File: src/rtl/spi_cs_pkg.sv
package spi_cs_pkg;
  // Strobes sent by the control FSM to the datapath
  typedef struct packed {
    logic loadNew;   // drive the freshly computed target
    logic gapNew;    // force lines high, park the new target
    logic loadPend;  // drive the parked target
    logic release_;  // force lines high, transfer over
    logic flagErr;   // unusable code seen
  } csStrobe_t;

  typedef enum logic [1:0] {
    ST_IDLE   = 2'd0,
    ST_ACTIVE = 2'd1,
    ST_HELD   = 2'd2,
    ST_GAP    = 2'd3
  } csState_t;
endpackage

File: src/rtl/spi_cs_select.sv
module spi_cs_select #(
  parameter int NUM_CS = 4,
  localparam int SLOT_W = $clog2(NUM_CS)
) (
  input  logic [NUM_CS-1:0] code,
  input  logic              decodeEn,
  output logic [NUM_CS-1:0] lines,
  output logic [SLOT_W-1:0] slot
);
  logic [NUM_CS:0]   clearBelow;
  logic [NUM_CS-1:0] pick;
  logic [SLOT_W-1:0] priIdx;

  assign clearBelow[0] = 1'b1;
  for (genvar g = 0; g < NUM_CS; g++) begin : g_pri
    assign pick[g]          = clearBelow[g] & ~code[g];
    assign clearBelow[g+1]  = clearBelow[g] & code[g];
  end

  always_comb begin
    priIdx = '0;
    for (int i = NUM_CS - 1; i >= 0; i--) begin
      if (pick[i]) priIdx = SLOT_W'(i);
    end
  end

  assign lines = decodeEn ? code : ~pick;
  assign slot  = decodeEn ? code[NUM_CS-1 -: SLOT_W] : priIdx;
endmodule

File: src/rtl/spi_cs_datapath.sv
module spi_cs_datapath
  import spi_cs_pkg::*;
#(
  parameter int NUM_CS   = 4,
  parameter int WORD_W   = 32,
  parameter int CODE_LSB = 16,
  parameter int LAST_BIT = 24,
  parameter int BITS_W   = 5,
  localparam int SLOT_W  = $clog2(NUM_CS)
) (
  input  logic                     clk,
  input  logic                     rst_n,
  input  logic                     modeVar,
  input  logic [NUM_CS-1:0]        fixedCode,
  input  logic                     decodeEn,
  input  logic [NUM_CS-1:0]        keepFlags,
  input  logic [NUM_CS*BITS_W-1:0] slotBitsFlat,
  input  logic [WORD_W-1:0]        txWord,
  input  csStrobe_t                strobe,
  output logic                     codeValid,
  output logic                     sameTarget,
  output logic                     keepActive,
  output logic                     lastCur,
  output logic [NUM_CS-1:0]        csN,
  output logic [SLOT_W-1:0]        slotIdx,
  output logic [BITS_W-1:0]        bitCount,
  output logic                     codeErr
);
  logic [NUM_CS-1:0] code;
  logic [NUM_CS-1:0] target;
  logic [SLOT_W-1:0] slotSel;
  logic [NUM_CS-1:0] pendReg;
  logic              latchNew;

  assign code = modeVar ? txWord[CODE_LSB +: NUM_CS] : fixedCode;

  spi_cs_select #(.NUM_CS(NUM_CS)) u_select (
    .code    (code),
    .decodeEn(decodeEn),
    .lines   (target),
    .slot    (slotSel)
  );

  assign codeValid  = ~&code;
  assign sameTarget = (target == csN);
  assign keepActive = keepFlags[slotIdx];
  assign latchNew   = strobe.loadNew | strobe.gapNew;

  always_ff @(posedge clk or negedge rst_n) begin
    if (!rst_n) begin
      csN     <= '1;
      pendReg <= '1;
    end else if (strobe.loadNew) begin
      csN <= target;
    end else if (strobe.gapNew) begin
      csN     <= '1;
      pendReg <= target;
    end else if (strobe.loadPend) begin
      csN <= pendReg;
    end else if (strobe.release_) begin
      csN <= '1;
    end
  end

  always_ff @(posedge clk or negedge rst_n) begin
    if (!rst_n) begin
      slotIdx  <= '0;
      bitCount <= '0;
      lastCur  <= 1'b0;
    end else if (latchNew) begin
      slotIdx  <= slotSel;
      bitCount <= slotBitsFlat[slotSel*BITS_W +: BITS_W];
      lastCur  <= txWord[LAST_BIT];
    end
  end

  always_ff @(posedge clk or negedge rst_n) begin
    if (!rst_n) codeErr <= 1'b0;
    else        codeErr <= strobe.flagErr;
  end
endmodule

File: src/rtl/spi_cs_control.sv
module spi_cs_control
  import spi_cs_pkg::*;
(
  input  logic      clk,
  input  logic      rst_n,
  input  logic      xferStart,
  input  logic      xferDone,
  input  logic      morePending,
  input  logic      codeValid,
  input  logic      sameTarget,
  input  logic      keepActive,
  input  logic      lastCur,
  output csStrobe_t strobe
);
  csState_t state, stateNxt;
  logic     relNow, holdNow;

  assign relNow  = xferDone && (state == ST_ACTIVE) &&
                   (lastCur || (!morePending && !keepActive));
  assign holdNow = xferDone && (state == ST_ACTIVE) && !relNow && !morePending;

  always_comb begin
    strobe   = '0;
    stateNxt = state;
    if (xferStart && codeValid) begin
      if (state == ST_IDLE || state == ST_GAP) begin
        strobe.loadNew = 1'b1;
        stateNxt       = ST_ACTIVE;
      end else if (relNow || !sameTarget) begin
        strobe.gapNew = 1'b1;
        stateNxt      = ST_GAP;
      end else begin
        strobe.loadNew = 1'b1;
        stateNxt       = ST_ACTIVE;
      end
    end else begin
      strobe.flagErr = xferStart;
      if (state == ST_GAP) begin
        strobe.loadPend = 1'b1;
        stateNxt        = ST_ACTIVE;
      end else if (relNow) begin
        strobe.release_ = 1'b1;
        stateNxt        = ST_IDLE;
      end else if (holdNow) begin
        stateNxt = ST_HELD;
      end
    end
  end

  always_ff @(posedge clk or negedge rst_n) begin
    if (!rst_n) state <= ST_IDLE;
    else        state <= stateNxt;
  end
endmodule

File: src/rtl/spi_cs_manager.sv
module spi_cs_manager
  import spi_cs_pkg::*;
#(
  parameter int NUM_CS   = 4,
  parameter int WORD_W   = 32,
  parameter int CODE_LSB = 16,
  parameter int LAST_BIT = 24,
  parameter int BITS_W   = 5,
  localparam int SLOT_W  = $clog2(NUM_CS)
) (
  input  logic                     clk,
  input  logic                     rst_n,
  input  logic                     modeVar,
  input  logic [NUM_CS-1:0]        fixedCode,
  input  logic                     decodeEn,
  input  logic [NUM_CS-1:0]        keepFlags,
  input  logic [NUM_CS*BITS_W-1:0] slotBitsFlat,
  input  logic                     xferStart,
  input  logic [WORD_W-1:0]        txWord,
  input  logic                     xferDone,
  input  logic                     morePending,
  output logic [NUM_CS-1:0]        csN,
  output logic [SLOT_W-1:0]        slotIdx,
  output logic [BITS_W-1:0]        bitCount,
  output logic                     codeErr
);
  csStrobe_t strobe;
  logic codeValid, sameTarget, keepActive, lastCur;

  spi_cs_control u_control (
    .clk        (clk),
    .rst_n      (rst_n),
    .xferStart  (xferStart),
    .xferDone   (xferDone),
    .morePending(morePending),
    .codeValid  (codeValid),
    .sameTarget (sameTarget),
    .keepActive (keepActive),
    .lastCur    (lastCur),
    .strobe     (strobe)
  );

  spi_cs_datapath #(
    .NUM_CS  (NUM_CS),
    .WORD_W  (WORD_W),
    .CODE_LSB(CODE_LSB),
    .LAST_BIT(LAST_BIT),
    .BITS_W  (BITS_W)
  ) u_datapath (
    .clk         (clk),
    .rst_n       (rst_n),
    .modeVar     (modeVar),
    .fixedCode   (fixedCode),
    .decodeEn    (decodeEn),
    .keepFlags   (keepFlags),
    .slotBitsFlat(slotBitsFlat),
    .txWord      (txWord),
    .strobe      (strobe),
    .codeValid   (codeValid),
    .sameTarget  (sameTarget),
    .keepActive  (keepActive),
    .lastCur     (lastCur),
    .csN         (csN),
    .slotIdx     (slotIdx),
    .bitCount    (bitCount),
    .codeErr     (codeErr)
  );
endmodule

File: config.mk
export PLATFORM = sky130hd
export DESIGN_NAME = spi_cs_manager
export DESIGN_NICKNAME = d
export VERILOG_FILES = /design/src/rtl/spi_cs_pkg.sv /design/src/rtl/spi_cs_select.sv /design/src/rtl/spi_cs_datapath.sv /design/src/rtl/spi_cs_control.sv /design/src/rtl/spi_cs_manager.sv
export SDC_FILE = /design/constraint.sdc
export NUM_CORES = 1
export LEC_CHECK = 0
export BUFFER_PORTS_ARGS = -buffer_cell sky130_fd_sc_hd__buf_4
export CAP_MARGIN = 25
export CORE_MARGIN = 5
export CORE_UTILIZATION = 44
export CTS_CLUSTER_DIAMETER = 30
export DETAILED_ROUTE_END_ITERATION = 7
export MAX_ROUTING_LAYER = met4
export PLACE_DENSITY = 0.92
export SYNTH_ARGS = -nofsm -noshare
export SYNTH_HDL_FRONTEND = slang
export SYNTH_HIERARCHICAL = 1
export SYNTH_SLANG_ARGS = --single-unit
File: constraint.sdc
create_clock -name clk -period 4.5 [get_ports clk]
set_input_delay 0.45 -clock clk [delete_from_list [all_inputs] [get_ports clk]]
set_output_delay 0.45 -clock clk [all_outputs]
set_load 0.01 [all_outputs]
* Yosys cells after proc, flatten, opt, wreduce, memory -nomap -nowiden *
Index checks and enable logic that the tools add are counted.

operators by class
  multipliers = 1
  $lt $le $gt $ge = 1
  eq/ne operators = 3
  shift operators = 1
  mux-type cells = 28
  bitwise logic cells = 12
  reduce and logical (&&, ||, !) cells = 19

operators by type and width
  kind                                                                          number
  2-bit two-way mux                                                             12
  4-bit two-way mux                                                             6
  20-bit by 6-bit variable part select with 5-bit output                        1
  1-bit two-way mux                                                             8
  4-bit nonzero test                                                            2
  1-bit logical AND                                                             6
  1-bit bitwise AND                                                             5
  1-bit zero test                                                               5
  2-bit by 3-bit multiplier with 5-bit output, second input constant            1
  1-bit inverter                                                                5
  4-bit == test                                                                 1
  4-bit inverter                                                                1
  4-bit AND reduction                                                           1
  1-bit logical OR                                                              3
  2-bit by 3-bit less-than comparator with 1-bit output, second input constant  1
  3-bit two-way mux                                                             1
  1-bit binary-select mux with 2-bit select                                     1
  2-bit by 1-bit == test with 1-bit output, second input constant               1
  2-bit == test, second input constant                                          1
  2-bit zero test                                                               1
  2-bit AND reduction                                                           1
  1-bit bitwise OR                                                              1

word-level totals
  register bits after elaboration = 19
  input bits = 67
  output and inout bits = 12
  word-level logic and storage cells = 72

* Logic depth before layout (Yosys ltp) *
  depth in word-level cells = 14
  gate-level depth with buffers = 9
  mapped depth without buffers = 9

* Hierarchy *
Netlist, hierarchy kept.

by module, submodules not included
  module           instances  cells an instance  area each (um^2)  seq. area each (um^2)
  spi_cs_datapath  1          58                 912.1             435.4
  spi_cs_control   1          22                 190.2             50.0
  spi_cs_select    1          13                 76.3              0.0

* Least setup slack after synthesis *
No wires, ideal clock.

  path type = input to register
  start = input port modeVar
  end = register u_datapath.csN[0]
  library setup time = 0.080 ns
  arrival time = 2.491 ns
  data required time = 4.420 ns
  slack = 1.929 ns
  stages on the path = 7
  path buffers = 0
  cell sequence = mux2_2 o21bai_1 xor2_1 nor4_1 a211oi_2 or4_4 o221a_2

RTL lines
  what                    RTL line               RTL
  start: declaration      spi_cs_manager.sv:13   input logic modeVar,
  end signal: assignment  spi_cs_datapath.sv:54  csN <= target;
  end signal: assignment  spi_cs_datapath.sv:59  csN <= pendReg;
  end: declaration        spi_cs_datapath.sv:24  output logic [NUM_CS-1:0] csN,

==> impl_results.md <==
* Status: completed
* Fin Hold WS at 0.00803 ns
* Fin crit share at 61.7%
* Yosys top cell by area: dfrtp_1
* P&R area growth vs syn at 36.3%
* DIE AREA at 3810 µm²
* Largest net degree at the start of global routing at 20
* Vias/cell at 5.61
* DP Wirelength at 2.36 mm
* Synthesized instance count at 93
* Dpl ws at 1.44 ns
* CP Max Fanout at 9
* P_leak at 0.715 nW
* Unique cell type count in the Yosys netlist at 33
* EDFF count, synth at 0
* Fin. max-slew vios at 0
* Drt total wl at 2.84 mm
* Worst path cell trace: buf_4, mux2_2, o21bai_1, xor2_1, nor4_1, a21oi_1, nor2_1, nor2_2, mux2_2
* Post-synth ARST share at 100%
* Synth Flop Type: dfrtp_1
* Part of the power in the clock network at 10.2%
* H-tree lvl count at 1
* Clock slew at reported path FFs at 0.10 ns
* Multi-input logic area at 659 µm²
* Crit path capture type: register
* Skew final at 0.00201 ns
* CP Class: input port to register
* Syn Nets at 162
* Rows at 18
* # fillers at 183
* Crit. Startpoint: modeVar
* Initial Utilization at 46.7%
* Largest family of logic cells by synthesized area: multiplexers
* Clk Latency, worst-skew pair at 0.29 ns
* Register-to-register setup slack at 2.09 ns
* I/O Buffers at 51
* Slowest library cell on the worst path: nor4_1
* Sw Pwr at 290 µW
* Total Routing Usage GR at 16.9%
* WP data arrival at 2.96 ns
* RD Place Congestion at 0.837
* Vias in the first global route at 1065
* Grt total ovfl at 0
* CP required at 4.68 ns
* Post-Syn Area at 1180 µm²
* Inserted Clock Buffers at 3
* CTS tree: yes
* Post-CTS sizing at 0
* Hold_buf cts at 0
* Die X-Extent at 61.8 µm
* Post-CTS Setup Bufs at 0
* Worst Reg-to-Reg Cells at 6
* DRT antenna net count at 0
* Initial DRC Count at 35
* Initial antenna violation count at 0
* Sequential power share at 38.9%
* Root buffer cell: clkbuf_4
* Top cell type's share of synthesized area at 23.4%
* Reg-to-Reg Start: u_datapath/slotIdx[0]
* Antenna Cells at 0
* Synth Area in Simple Gates at 11.7%
* Setup Viol. Count Final at 0
* Number of I/O pins at 79
* Max_cap viols at 0
* Min Tclk post-route at 2.78 ns
* YS warnings at 6
* Pint at 541 µW
* Hold crit path type: input port to asynchronous set/reset pin
* First-pass GRT wire length at 4.58 mm
* Remaining DRCs at 0
* Fin. Hold Viols at 0
* Most frequent CP cell: mux2_2
* Compound-gate portion of the synthesized area at 12.4%
* Avg Inst Size Synth at 12.7 µm²
* Seq cells post-synth at 19
* FF+latch area at 485 µm²
* Slew HR at 41.5%
* Share of layout cells above drive strength 1 at 65.8%
* Area of the core at 2520 µm²
* RSZ-0062 raised after global routing: no
* Fin nets at 216
* Measured slew at the worst slew-check pin at 0.868 ns
* Setup TNS at 0 ns
* Critical path launch point type: input port
* VDD IR max at 0.000334 V
* Max incr delay on CP at 0.47 ns
* Finished Core Util at 63.7%
* Wire per inst at 16.1 µm
* Post-synthesis mux area share at 26.8%
* Power density of the placed cells at 517 nW/µm²
* Vert. Die Dim at 61.8 µm
* Area contributors post-synth: dfrtp_1 23%, dfstp_2 18%, mux2_2 15%, mux4_2 11%, o221a_2 3.8%
* Maximum clock rate at 360 MHz
* Fin worst setup slack at 1.72 ns
* Seq/Total Area, Yosys at 41.2%
* Clock tree buffer depth at 2
* CTS sink cnt at 19
* Adder-Cell Fraction of Synth Area at 2.12%
* Gate power share at 50.9%
* Pre-antenna DRT Iters at 4
* Switch share at 34.9%
* Via count at 988
* Synth Area in XOR/XNOR at 2.97%
## layout by cell type (no fill, tap or decap), drive strengths merged, types with 2 or more instances in the layout
cell type	n
a21oi	3
buf	51
clkbuf	4
dfrtp	11
dfstp	8
ha	2
inv	4
mux2	16
mux4	6
nand2	5
nand2b	5
nor2	3
nor2b	2
o21ai	2
o21bai	2
o221a	4
xor2	4
## power groups by stage
stage               sequential [mW]  clock (mW)  combinational, mW
finish                        0.323      0.0850              0.423
global placement              0.317           0              0.409
detailed placement            0.326           0              0.425
floorplan                     0.332           0              0.258
CTS                           0.323      0.0878              0.426
global route                  0.330      0.0980              0.457
## per-layer routing
metal,global-route usage (%),vias up,wire length (µm)
li1,-,453,-
met1,21.2,472,1120
met2,26.9,57,1410
met3,3.51,6,255
met4,6.36,0,51
met5,-,-,0
## synth_stat cells, drive strengths merged (2+ instances only)
library cell,n
a21oi,3
buf,2
dfrtp,11
dfstp,8
ha,2
inv,4
mux2,16
mux4,6
nand2,5
nand2b,5
nor2,3
nor2b,2
o21ai,2
o21bai,2
o221a,4
xor2,4
## worst paths after layout
check | endpoint
max | u_datapath/bitCount[2]
min | u_datapath/bitCount[2]
max reg2reg | u_datapath/pendReg[0]
min reg2reg | u_datapath/bitCount[1]
max in group asynchronous | u_datapath/csN[1]
min in group clk | u_datapath/lastCur
## stage by stage
stage               total power [mW]  area (µm²)  std cells
floorplan                      0.590        1180         93
global placement               0.725        1580        172
detailed placement             0.751        1580        172
CTS                            0.836        1610        176
global route                   0.885        1610        176
finish                         0.831        1610        176
## critical path: cells and delay by family
kind	cells	cell delay (ns)
simple gates	3	1.14
compound gates	2	0.42
buf+inv	1	0.10
xor+xnor	1	0.11
mux	2	0.75
## layout make-up
type	instances	share of cell area [%]
multi-input cells	68	41.0
flip-flops and latches	19	30.2
repair buffers	51	23.8
well taps	30	2.34
clock buffers	4	1.64
inverters	4	0.935
## registers in the layout (all words and copies together), names as in the netlist
| register | count |
|---|---|
| u_control/state | 2 |
| u_datapath/bitCount | 5 |
| u_datapath/codeErr | 1 |
| u_datapath/csN | 4 |
| u_datapath/lastCur | 1 |
| u_datapath/pendReg | 4 |
| u_datapath/slotIdx | 2 |
## logic make-up (layout without fill, tap and decap cells)
| group | after synthesis | in the layout |
|---|---|---|
| AO/OA/AOI/OAI | 17 | 17 |
| XOR/XNOR | 4 | 4 |
| adder cells (fa/ha/maj) | 2 | 2 |
| buffers and inverters | 6 | 59 |
| flip-flops | 19 | 19 |
| multiplexers | 22 | 22 |
| AND/OR/NAND/NOR | 23 | 23 |
(Power assumes the default switching activity.)
